[src/rtl/uart_rdy_pkg.sv]
package uart_rdy_pkg;
  typedef enum logic [1:0] {
    MODE_HOLD  = 2'd0,
    MODE_CHAR  = 2'd1,
    MODE_BLOCK = 2'd2
  } rdy_mode_e;

  function automatic rdy_mode_e decode_mode(input logic fifo_en, input logic blk);
    if (!fifo_en)  return MODE_HOLD;
    else if (blk)  return MODE_BLOCK;
    else           return MODE_CHAR;
  endfunction
endpackage

[src/rtl/rdy_fifo.sv]
module rdy_fifo #(
  parameter int unsigned DEPTH = 16,
  parameter int unsigned WIDTH = 8,
  localparam int unsigned AW = (DEPTH > 1) ? $clog2(DEPTH) : 1,
  localparam int unsigned CW = $clog2(DEPTH + 1)
) (
  input  logic             clk_i,
  input  logic             rst_ni,
  input  logic             flush_i,
  input  logic [CW-1:0]    lim_i,
  input  logic             push_i,
  input  logic [WIDTH-1:0] data_i,
  input  logic             pop_i,
  output logic [WIDTH-1:0] data_o,
  output logic [CW-1:0]    cnt_o,
  output logic             full_o,
  output logic             drop_o
);
  logic [WIDTH-1:0] mem_q [DEPTH];
  logic [AW-1:0]    wr_ptr_q, rd_ptr_q;
  logic [CW-1:0]    cnt_q;
  logic             push_ok, pop_ok, empty;

  function automatic logic [AW-1:0] ptr_inc(input logic [AW-1:0] p);
    return (p == AW'(DEPTH - 1)) ? '0 : p + AW'(1);
  endfunction

  assign empty   = (cnt_q == '0);
  assign full_o  = (cnt_q >= lim_i);
  assign push_ok = push_i & ~full_o & ~flush_i;
  assign pop_ok  = pop_i & ~empty & ~flush_i;
  assign drop_o  = push_i & full_o & ~flush_i;

  for (genvar i = 0; i < DEPTH; i++) begin : g_slot
    always_ff @(posedge clk_i) begin
      if (push_ok && wr_ptr_q == AW'(i)) mem_q[i] <= data_i;
    end
  end

  always_ff @(posedge clk_i or negedge rst_ni) begin
    if (!rst_ni) begin
      wr_ptr_q <= '0;
      rd_ptr_q <= '0;
      cnt_q    <= '0;
    end else if (flush_i) begin
      wr_ptr_q <= '0;
      rd_ptr_q <= '0;
      cnt_q    <= '0;
    end else begin
      if (push_ok) wr_ptr_q <= ptr_inc(wr_ptr_q);
      if (pop_ok)  rd_ptr_q <= ptr_inc(rd_ptr_q);
      if (push_ok && !pop_ok)      cnt_q <= cnt_q + CW'(1);
      else if (pop_ok && !push_ok) cnt_q <= cnt_q - CW'(1);
    end
  end

  assign data_o = mem_q[rd_ptr_q];
  assign cnt_o  = cnt_q;

  // dropped push changes nothing
  a_r10_push_full: assert property (@(posedge clk_i) disable iff (!rst_ni)
    (push_i && full_o && !pop_i && !flush_i) |=> $stable(cnt_o));
  // pop of empty FIFO ignored
  a_r10_pop_empty: assert property (@(posedge clk_i) disable iff (!rst_ni)
    (pop_i && empty && !push_i) |=> (cnt_o == '0));
  // flush empties
  a_r9_flush: assert property (@(posedge clk_i) disable iff (!rst_ni)
    flush_i |=> (cnt_o == '0));
  a_r10_bound: assert property (@(posedge clk_i) disable iff (!rst_ni)
    cnt_o <= CW'(DEPTH));
endmodule

[src/rtl/rdy_rx_ctl.sv]
module rdy_rx_ctl
  import uart_rdy_pkg::*;
#(
  parameter int unsigned CW = 5
) (
  input  logic          clk_i,
  input  logic          rst_ni,
  input  rdy_mode_e     mode_i,
  input  logic          chg_i,
  input  logic [CW-1:0] cnt_i,
  input  logic [CW-1:0] trig_i,
  input  logic          timeout_i,
  output logic          rdy_no
);
  logic blk_q, blk_d, rdy_d, rdy_q;

  // empty and mode change win over trigger and time-out
  always_comb begin
    blk_d = blk_q;
    if (mode_i != MODE_BLOCK || chg_i || cnt_i == '0) blk_d = 1'b0;
    else if (cnt_i >= trig_i || timeout_i)            blk_d = 1'b1;
    rdy_d = (mode_i == MODE_BLOCK) ? ~blk_d : (cnt_i == '0);
  end

  always_ff @(posedge clk_i or negedge rst_ni) begin
    if (!rst_ni) begin
      blk_q <= 1'b0;
      rdy_q <= 1'b1;
    end else begin
      blk_q <= blk_d;
      rdy_q <= rdy_d;
    end
  end

  assign rdy_no = rdy_q;

  // empty FIFO always releases
  a_r7_empty_release: assert property (@(posedge clk_i) disable iff (!rst_ni)
    (cnt_i == '0) |=> rdy_no);
  a_r3_char_data: assert property (@(posedge clk_i) disable iff (!rst_ni)
    (mode_i != MODE_BLOCK && cnt_i != '0) |=> !rdy_no);
  // trigger or time-out asserts
  a_r5_trigger: assert property (@(posedge clk_i) disable iff (!rst_ni)
    (mode_i == MODE_BLOCK && !chg_i && cnt_i != '0 && (cnt_i >= trig_i || timeout_i))
      |=> !rdy_no);
  // hysteresis, held until empty
  a_r5_hold: assert property (@(posedge clk_i) disable iff (!rst_ni)
    (mode_i == MODE_BLOCK && !chg_i && !rdy_no && cnt_i != '0) |=> !rdy_no);
  // mode change clears flag
  a_r8_mode_clear: assert property (@(posedge clk_i) disable iff (!rst_ni)
    (chg_i && mode_i == MODE_BLOCK) |=> rdy_no);
endmodule

[src/rtl/rdy_tx_ctl.sv]
module rdy_tx_ctl
  import uart_rdy_pkg::*;
#(
  parameter int unsigned CW = 5
) (
  input  logic          clk_i,
  input  logic          rst_ni,
  input  rdy_mode_e     mode_i,
  input  logic [CW-1:0] cnt_i,
  input  logic          full_i,
  output logic          rdy_no
);
  logic rdy_q;

  always_ff @(posedge clk_i or negedge rst_ni) begin
    if (!rst_ni)                    rdy_q <= 1'b1;
    else if (mode_i == MODE_BLOCK)  rdy_q <= full_i;
    else                            rdy_q <= (cnt_i != '0);
  end

  assign rdy_no = rdy_q;

  // block mode reports free space
  a_r6_full: assert property (@(posedge clk_i) disable iff (!rst_ni)
    (mode_i == MODE_BLOCK && full_i) |=> rdy_no);
  a_r6_space: assert property (@(posedge clk_i) disable iff (!rst_ni)
    (mode_i == MODE_BLOCK && !full_i) |=> !rdy_no);
  // character mode reports emptiness
  a_r4_busy: assert property (@(posedge clk_i) disable iff (!rst_ni)
    (mode_i != MODE_BLOCK && cnt_i != '0) |=> rdy_no);
  a_r4_idle: assert property (@(posedge clk_i) disable iff (!rst_ni)
    (mode_i != MODE_BLOCK && cnt_i == '0) |=> !rdy_no);
endmodule

[src/rtl/uart_rdy_gen.sv]
module uart_rdy_gen
  import uart_rdy_pkg::*;
#(
  parameter int unsigned DEPTH = 16,
  parameter int unsigned WIDTH = 8,
  localparam int unsigned CW = $clog2(DEPTH + 1)
) (
  input  logic             clk_i,
  input  logic             rst_ni,
  input  logic             fifo_en_i,
  input  logic             blk_mode_i,
  input  logic [CW-1:0]    rx_trig_i,
  input  logic             rx_timeout_i,
  input  logic             rx_push_i,
  input  logic [WIDTH-1:0] rx_data_i,
  input  logic             rx_pop_i,
  output logic [WIDTH-1:0] rx_data_o,
  output logic [CW-1:0]    rx_cnt_o,
  output logic             rx_ovf_o,
  input  logic             tx_push_i,
  input  logic [WIDTH-1:0] tx_data_i,
  input  logic             tx_pop_i,
  output logic [WIDTH-1:0] tx_data_o,
  output logic [CW-1:0]    tx_cnt_o,
  output logic             rx_rdy_no,
  output logic             tx_rdy_no
);
  rdy_mode_e     mode_d, mode_q;
  logic          chg, flush, ovf_q;
  logic [CW-1:0] lim;
  logic          rx_full, rx_drop, tx_full, tx_drop;

  assign mode_d = decode_mode(fifo_en_i, blk_mode_i);
  assign chg    = (mode_d != mode_q);
  assign flush  = ((mode_d == MODE_HOLD) != (mode_q == MODE_HOLD));
  // FIFOs off: one-entry holding register
  assign lim    = (mode_d == MODE_HOLD) ? CW'(1) : CW'(DEPTH);

  always_ff @(posedge clk_i or negedge rst_ni) begin
    if (!rst_ni) begin
      mode_q <= MODE_HOLD;
      ovf_q  <= 1'b0;
    end else begin
      mode_q <= mode_d;
      ovf_q  <= rx_drop;
    end
  end

  assign rx_ovf_o = ovf_q;

  rdy_fifo #(.DEPTH(DEPTH), .WIDTH(WIDTH)) u_rx_fifo (
    .clk_i, .rst_ni, .flush_i(flush), .lim_i(lim),
    .push_i(rx_push_i), .data_i(rx_data_i), .pop_i(rx_pop_i),
    .data_o(rx_data_o), .cnt_o(rx_cnt_o), .full_o(rx_full), .drop_o(rx_drop)
  );

  rdy_fifo #(.DEPTH(DEPTH), .WIDTH(WIDTH)) u_tx_fifo (
    .clk_i, .rst_ni, .flush_i(flush), .lim_i(lim),
    .push_i(tx_push_i), .data_i(tx_data_i), .pop_i(tx_pop_i),
    .data_o(tx_data_o), .cnt_o(tx_cnt_o), .full_o(tx_full), .drop_o(tx_drop)
  );

  rdy_rx_ctl #(.CW(CW)) u_rx_ctl (
    .clk_i, .rst_ni, .mode_i(mode_d), .chg_i(chg), .cnt_i(rx_cnt_o),
    .trig_i(rx_trig_i), .timeout_i(rx_timeout_i), .rdy_no(rx_rdy_no)
  );

  rdy_tx_ctl #(.CW(CW)) u_tx_ctl (
    .clk_i, .rst_ni, .mode_i(mode_d), .cnt_i(tx_cnt_o), .full_i(tx_full),
    .rdy_no(tx_rdy_no)
  );

  // dropped receive push pulses overflow
  a_r11_ovf_pulse: assert property (@(posedge clk_i) disable iff (!rst_ni)
    rx_drop |=> rx_ovf_o);
  a_r11_ovf_only: assert property (@(posedge clk_i) disable iff (!rst_ni)
    !rx_drop |=> !rx_ovf_o);
  // FIFOs off hold one byte
  a_r2_hold_one: assert property (@(posedge clk_i) disable iff (!rst_ni)
    (mode_q == MODE_HOLD) |-> (rx_cnt_o <= CW'(1) && tx_cnt_o <= CW'(1)));
  a_r10_tx_drop: assert property (@(posedge clk_i) disable iff (!rst_ni)
    (tx_drop && !tx_pop_i) |=> $stable(tx_cnt_o));
endmodule

[config.mk]
export PLATFORM = sky130hd
export DESIGN_NAME = uart_rdy_gen
export DESIGN_NICKNAME = d
export VERILOG_FILES = /design/src/rtl/uart_rdy_pkg.sv /design/src/rtl/rdy_fifo.sv /design/src/rtl/rdy_rx_ctl.sv /design/src/rtl/rdy_tx_ctl.sv /design/src/rtl/uart_rdy_gen.sv
export SDC_FILE = /design/constraint.sdc
export NUM_CORES = 1
export LEC_CHECK = 0
export BUFFER_PORTS_ARGS = -buffer_cell sky130_fd_sc_hd__buf_2
export CORE_MARGIN = 2
export CORE_UTILIZATION = 65
export DETAILED_ROUTE_END_ITERATION = 7
export PLACE_DENSITY = 0.92
export SYNTH_ARGS = -nofsm -noshare
export SYNTH_HDL_FRONTEND = slang
export SYNTH_SLANG_ARGS = --single-unit
[constraint.sdc]
create_clock -name clk_i -period 4.63 [get_ports clk_i]
set_clock_uncertainty 0.15 [all_clocks]
set_input_delay 0.6945 -clock clk_i [delete_from_list [all_inputs] [get_ports clk_i]]
set_output_delay 0.6945 -clock clk_i [all_outputs]
set_load 0.05 [all_outputs]
After elaboration in Yosys (flattened, before gate mapping)
Memory sizes are Yosys's and may differ from the RTL's. Index checks and enable logic that the tools add are counted.

Reduce and logical (&&, ||, !) cells: 86. Bitwise operators: 16. Equality and inequality tests: 36. $add $sub $neg: 8. $lt $le $gt $ge: 3. Multiplexer cells: 179.

Operators by type and width (number): $mux W8 (30); $reduce_or A8 Y1 (30); $mux W4 (42); $mux W1 (98); $eq A4 B4 Y1 const B (18); $logic_and A1 B1 Y1 (36); $mux W5 (7); $eq A4 B3 Y1 const B (8); $add A4 B1 Y4 const B (4); $eq A4 B2 Y1 const B (4); $ge A5 B5 Y1 (3); $add A5 B1 Y5 const B (2); $and A1 B1 Y1 (10); $logic_not A5 Y1 (2); $sub A5 B1 Y5 const B (2); $eq A4 B1 Y1 const B (2); $logic_not A4 Y1 (2); $reduce_bool A2 Y1 (4); $not A1 Y1 (6); $reduce_bool A3 Y1 (2); $reduce_bool A5 Y1 (1); $logic_not A1 Y1 (4); $logic_not A2 Y1 (2); $mux W2 (2); 5 further kinds (7).

Logic and storage cells: 341. Bits in writable memories: 256. Output and inout bits: 29. Bits in registers: 32. Bits of input ports: 30. Memories kept: 2.

Memory list: u_rx_fifo.mem_q (words 16, width 8, read ports 1, clocked after Yosys merged registers in 0, wr ports 1, RTL line rdy_fifo.sv:19) `logic [WIDTH-1:0] mem_q [DEPTH];`; u_tx_fifo.mem_q (words 16, width 8, read ports 1, clocked after Yosys merged registers in 0, wr ports 1, RTL line rdy_fifo.sv:19).

Logic depth before layout (Yosys ltp)
Word-level depth: 27. Depth in mapped cells: 13.

Cells and area by module
Synthesis repeated with hierarchy kept, for this count alone.

Cell total of the unflattened synthesis: 814. Area total of the unflattened synthesis: 12771.0 um^2.

By module, submodules not included: rdy_fifo (u_rx_fifo) (cells each 384, area an instance 6190.9 um^2, times used 1, seq. area each 4169.0 um^2); rdy_fifo (u_tx_fifo) (cells each 385, area an instance 6170.9 um^2, times used 1, seq. area each 4169.0 um^2); rdy_rx_ctl (cells each 25, area an instance 216.5 um^2, times used 1, seq. area each 51.3 um^2); uart_rdy_gen (cells each 14, area an instance 137.6 um^2, times used 1, seq. area each 75.1 um^2); rdy_tx_ctl (cells each 6, area an instance 55.1 um^2, times used 1, seq. area each 26.3 um^2).

Worst setup path before layout
Ideal clock, no wire load.

Path type: register to register. Start point: register u_rx_fifo.cnt_q[0] (netlist: u_rx_fifo.cnt_o[0]). End point: register u_rx_fifo.cnt_q[4] (netlist: u_rx_fifo.cnt_o[4]). Slack: 1.083 ns. Clock period less this slack: 3.547 ns. Arrival time: 3.322 ns. Buffers on the path: 0. Library setup time: 0.074 ns. Stages on the path, launching flop included: 12. Path through: dfrtp_1 > inv_1 > ha_1 > nor4bb_1 > a21oi_1 > or3_1 > fa_1 > a21o_1 > a21oi_1 > nand3_1 > a21o_1 > a21oi_2.

Cells in the longest elaborated chain, start to end: 8.

Ends and longest elaborated chain: start: declaration (RTL line rdy_fifo.sv:21) `logic [CW-1:0] cnt_q;`; start signal: assignment (RTL line rdy_fifo.sv:52) `if (push_ok && !pop_ok) cnt_q <= cnt_q + CW'(1);`; start signal: assignment (RTL line rdy_fifo.sv:53) `else if (pop_ok && !push_ok) cnt_q <= cnt_q - CW'(1);`; branches (longest 8 deep; another with $ge A5 B5 Y1).

Parallel ways; which one is timed is not known. The select of a mux whose other input is x is not followed. A chain may end at the register's enable or synchronous reset.

Final worst setup path
Start point: register u_tx_fifo.rd_ptr_q[1]. End point: output port tx_data_o[2].

Cells in the longest elaborated chain, start to end: 1.

Ends and longest elaborated chain: start: declaration (RTL line rdy_fifo.sv:20) `logic [AW-1:0] wr_ptr_q, rd_ptr_q;`; start signal: assignment (RTL line rdy_fifo.sv:51) `if (pop_ok) rd_ptr_q <= ptr_inc(rd_ptr_q);`; $mem_v2 Z16 W8; end: declaration (RTL line uart_rdy_gen.sv:23) `output logic [WIDTH-1:0] tx_data_o,`.

Every way passes these cells.

==> metrics <==
compound-cell area share of the yosys netlist=0.0680; Final HPWL DP=16600 um; Wirelength per Cell=26.2 um; via count=7250; Post-Synthesis Cell Area=12100 um^2; Pwr per Cell Area=537 nW/um^2; Finished Layout Cells=1060; standard-cell rows=49; CP Max Fanout=22; minimum clock period=4.11 ns; Post-Synth Adder-Cell Area=0.0312; Final #Nets=869; fraction of registers with async set/reset=0.111; Post-DRT Antenna Nets=0; global route overflow=0; Seq cells post-synth=288; worst setup path start=u_tx_fifo.rd_ptr_q[1]; synth warn=0; clock-pin slew on the worst setup and hold paths=0.06 ns; Placement Cell Area=12700 um^2; Max Root-Sink Buffers=3; Req. time, crit path=3.79 ns; post-cts sizing count=0; Final setup viols=0; Synth Area in XOR/XNOR=0.00990; # placed instances=1008; syn avg cell area=16.3 um^2; Starting Density=0.668; Netlist cell types=49; largest family of logic cells by synthesized area=multiplexers; Worst Tran Pin Value=1.02 ns; setup TNS=0 ns; post-cts hold buffer count=0; syn_nets=805; Clk Latency, worst-skew pair=0.54 ns; clock sink total=288; Placer Congestion=0.853; Pre-antenna DRT Iters=5; # DRC=0; r2r worst-path depth=12; Pleak=4.68 nW; most frequent cells in the layout=edfxtp_1, buf_2, mux2i_1; r2r endpoint=u_tx_fifo.cnt_o[4]; area grow syn2layout=11.9%; Max Slew Vio Count=0; top post-synthesis cells by area=edfxtp_1, dfrtp_1, mux4_2; PortBufs=58; number of DRC markers in iteration 0=947; CP endpoint kind=output pin; Max-cap violations=0; chip width=141 um; total power=7.29 mW; post-synth top area share=0.634; peak supply drop=0.000560 V; RSZ-0062 raised after global routing=no; initial antenna violation count=0; worst hold margin=0.0683 ns; H-Tree Level Count=1; outcome=complete, no violations; post-DR vias/cell=6.84; Core ar.=18100 um^2; Worst R2R Start=u_tx_fifo.cnt_o[0]; Worst slew margin=0.317; vias in the first global route=7359; root buffer cell=clkbuf_16; worst path arrival time=3.27 ns; final hold violations=0; Total Wirelength=27800 um; CTS tree=built; simple-gate share of the synthesized area=0.0570; Post-synth EDFFs=256; register area share after synthesis=0.700; GRT Util Overall=0.287; first-pass GRT wire length=42800 um; largest net degree at the start of global routing=42; critical path launch point type=flip-flop; f_max=243 MHz; share of cells above drive strength 1=0.203; diode count=0; setup repair bufs after CTS=0; WS Path Type=reg -> out; reg2reg setup slack=0.87 ns; commonest non-fill, non-tap cell in the layout=edfxtp_1; Synth Flop Type=edfxtp_1; full die area=19800 um^2; Synth area leader=edfxtp_1; fin area=13600 um^2; Die H=141 um; Cells after Synth=746; Hold WC Path Type=in -> async; mux cell area share after synthesis=0.117; IO Pins=59; crit share post-route=0.889; cts bufs inserted=29
-- per-layer routing --
metal,routed length (um),share of wire,track usage
met1,10000,0.36,0.389
met2,14000,0.50,0.475
met3,2570,0.093,0.0469
met4,1150,0.041,0.118
met5,0,0,0
-- synthesized netlist by cell type, drive strengths merged (3+ instances only) --
cell    instances
clkbuf         21
ha             27
mux4           32
and2           20
xnor2           6
xor2            6
buf            14
nor3b           5
a22oi          17
o21ai          36
dfrtp          30
a221oi         16
nand3           6
o31ai           3
edfxtp        256
mux2i          52
inv            14
a211oi          4
a21o            5
nor2b           3
nand2b          4
a21oi          36
nand2          43
nor2           32
or3             4
nor3           16
mux2           16
-- final cells by class --
type / count / area (um^2)
multi-input cells: 409 / 3440
fillers: 964 / 4570
repair buffers: 68 / 390
well taps: 229 / 287
flip-flops and latches: 288 / 8490
clock inverters: 12 / 106
inverters: 14 / 52.6
clock buffers: 40 / 807
-- stage by stage --
stage	utilization	setup slack (ns)
after floorplan	-	1.08
after global placement	0.698	0.923
after CTS	0.748	0.546
after detailed placement	0.698	0.654
after global routing	0.748	0.438
final	0.748	0.516
-- how the worst max path moves through the flow --
stage	end	slack (ns)	cells past startpoint
5_1_grt	tx_data_o[2]	0.44	6
3_3_place_gp	u_rx_fifo.cnt_o[4]	0.92	12
2_1_floorplan	u_rx_fifo.cnt_o[4]	1.08	11
6_report	tx_data_o[2]	0.52	6
4_1_cts	tx_data_o[2]	0.55	6
3_5_place_dp	u_tx_fifo.cnt_o[4]	0.65	13
-- power by group --
group / leakage (nW) / internal [mW] / switching (mW)
combinational: 1.51 / 0.740 / 1.13
clock: 0.446 / 1.32 / 0.944
sequential: 2.73 / 2.94 / 0.213
-- flip-flops by register name, indices dropped and copies added (netlist names), 2 cells and up --
signal              cells
u_rx_fifo.rd_ptr_q      4
u_tx_fifo.mem_q       128
u_rx_fifo.cnt_o         5
u_tx_fifo.wr_ptr_q      4
mode_q                  2
u_rx_fifo.mem_q       128
u_rx_fifo.wr_ptr_q      4
u_tx_fifo.cnt_o         5
u_tx_fifo.rd_ptr_q      4
-- worst max-delay path, cell delays in order, from the launching register on --
cell and delay [ns]:
dfrtp_1 0.94, nor2b_1 0.16, buf_4 0.25, a221oi_1 0.73, a22oi_1 0.21, nand2_1 0.15, buf_2 0.27
-- logic make-up (layout without fill, tap and decap cells) --
| kind of cell | Yosys count | count (layout) |
|---|---|---|
| DFF | 288 | 288 |
| and+or+nand+nor | 140 | 140 |
| AOI/OAI and AO/OA | 128 | 128 |
| muxes | 100 | 100 |
| buffers and inverters | 49 | 134 |
| adders and majority gates | 29 | 29 |
| xor gates and xnor gates | 12 | 12 |
Power figures use the tool's default switching activity.
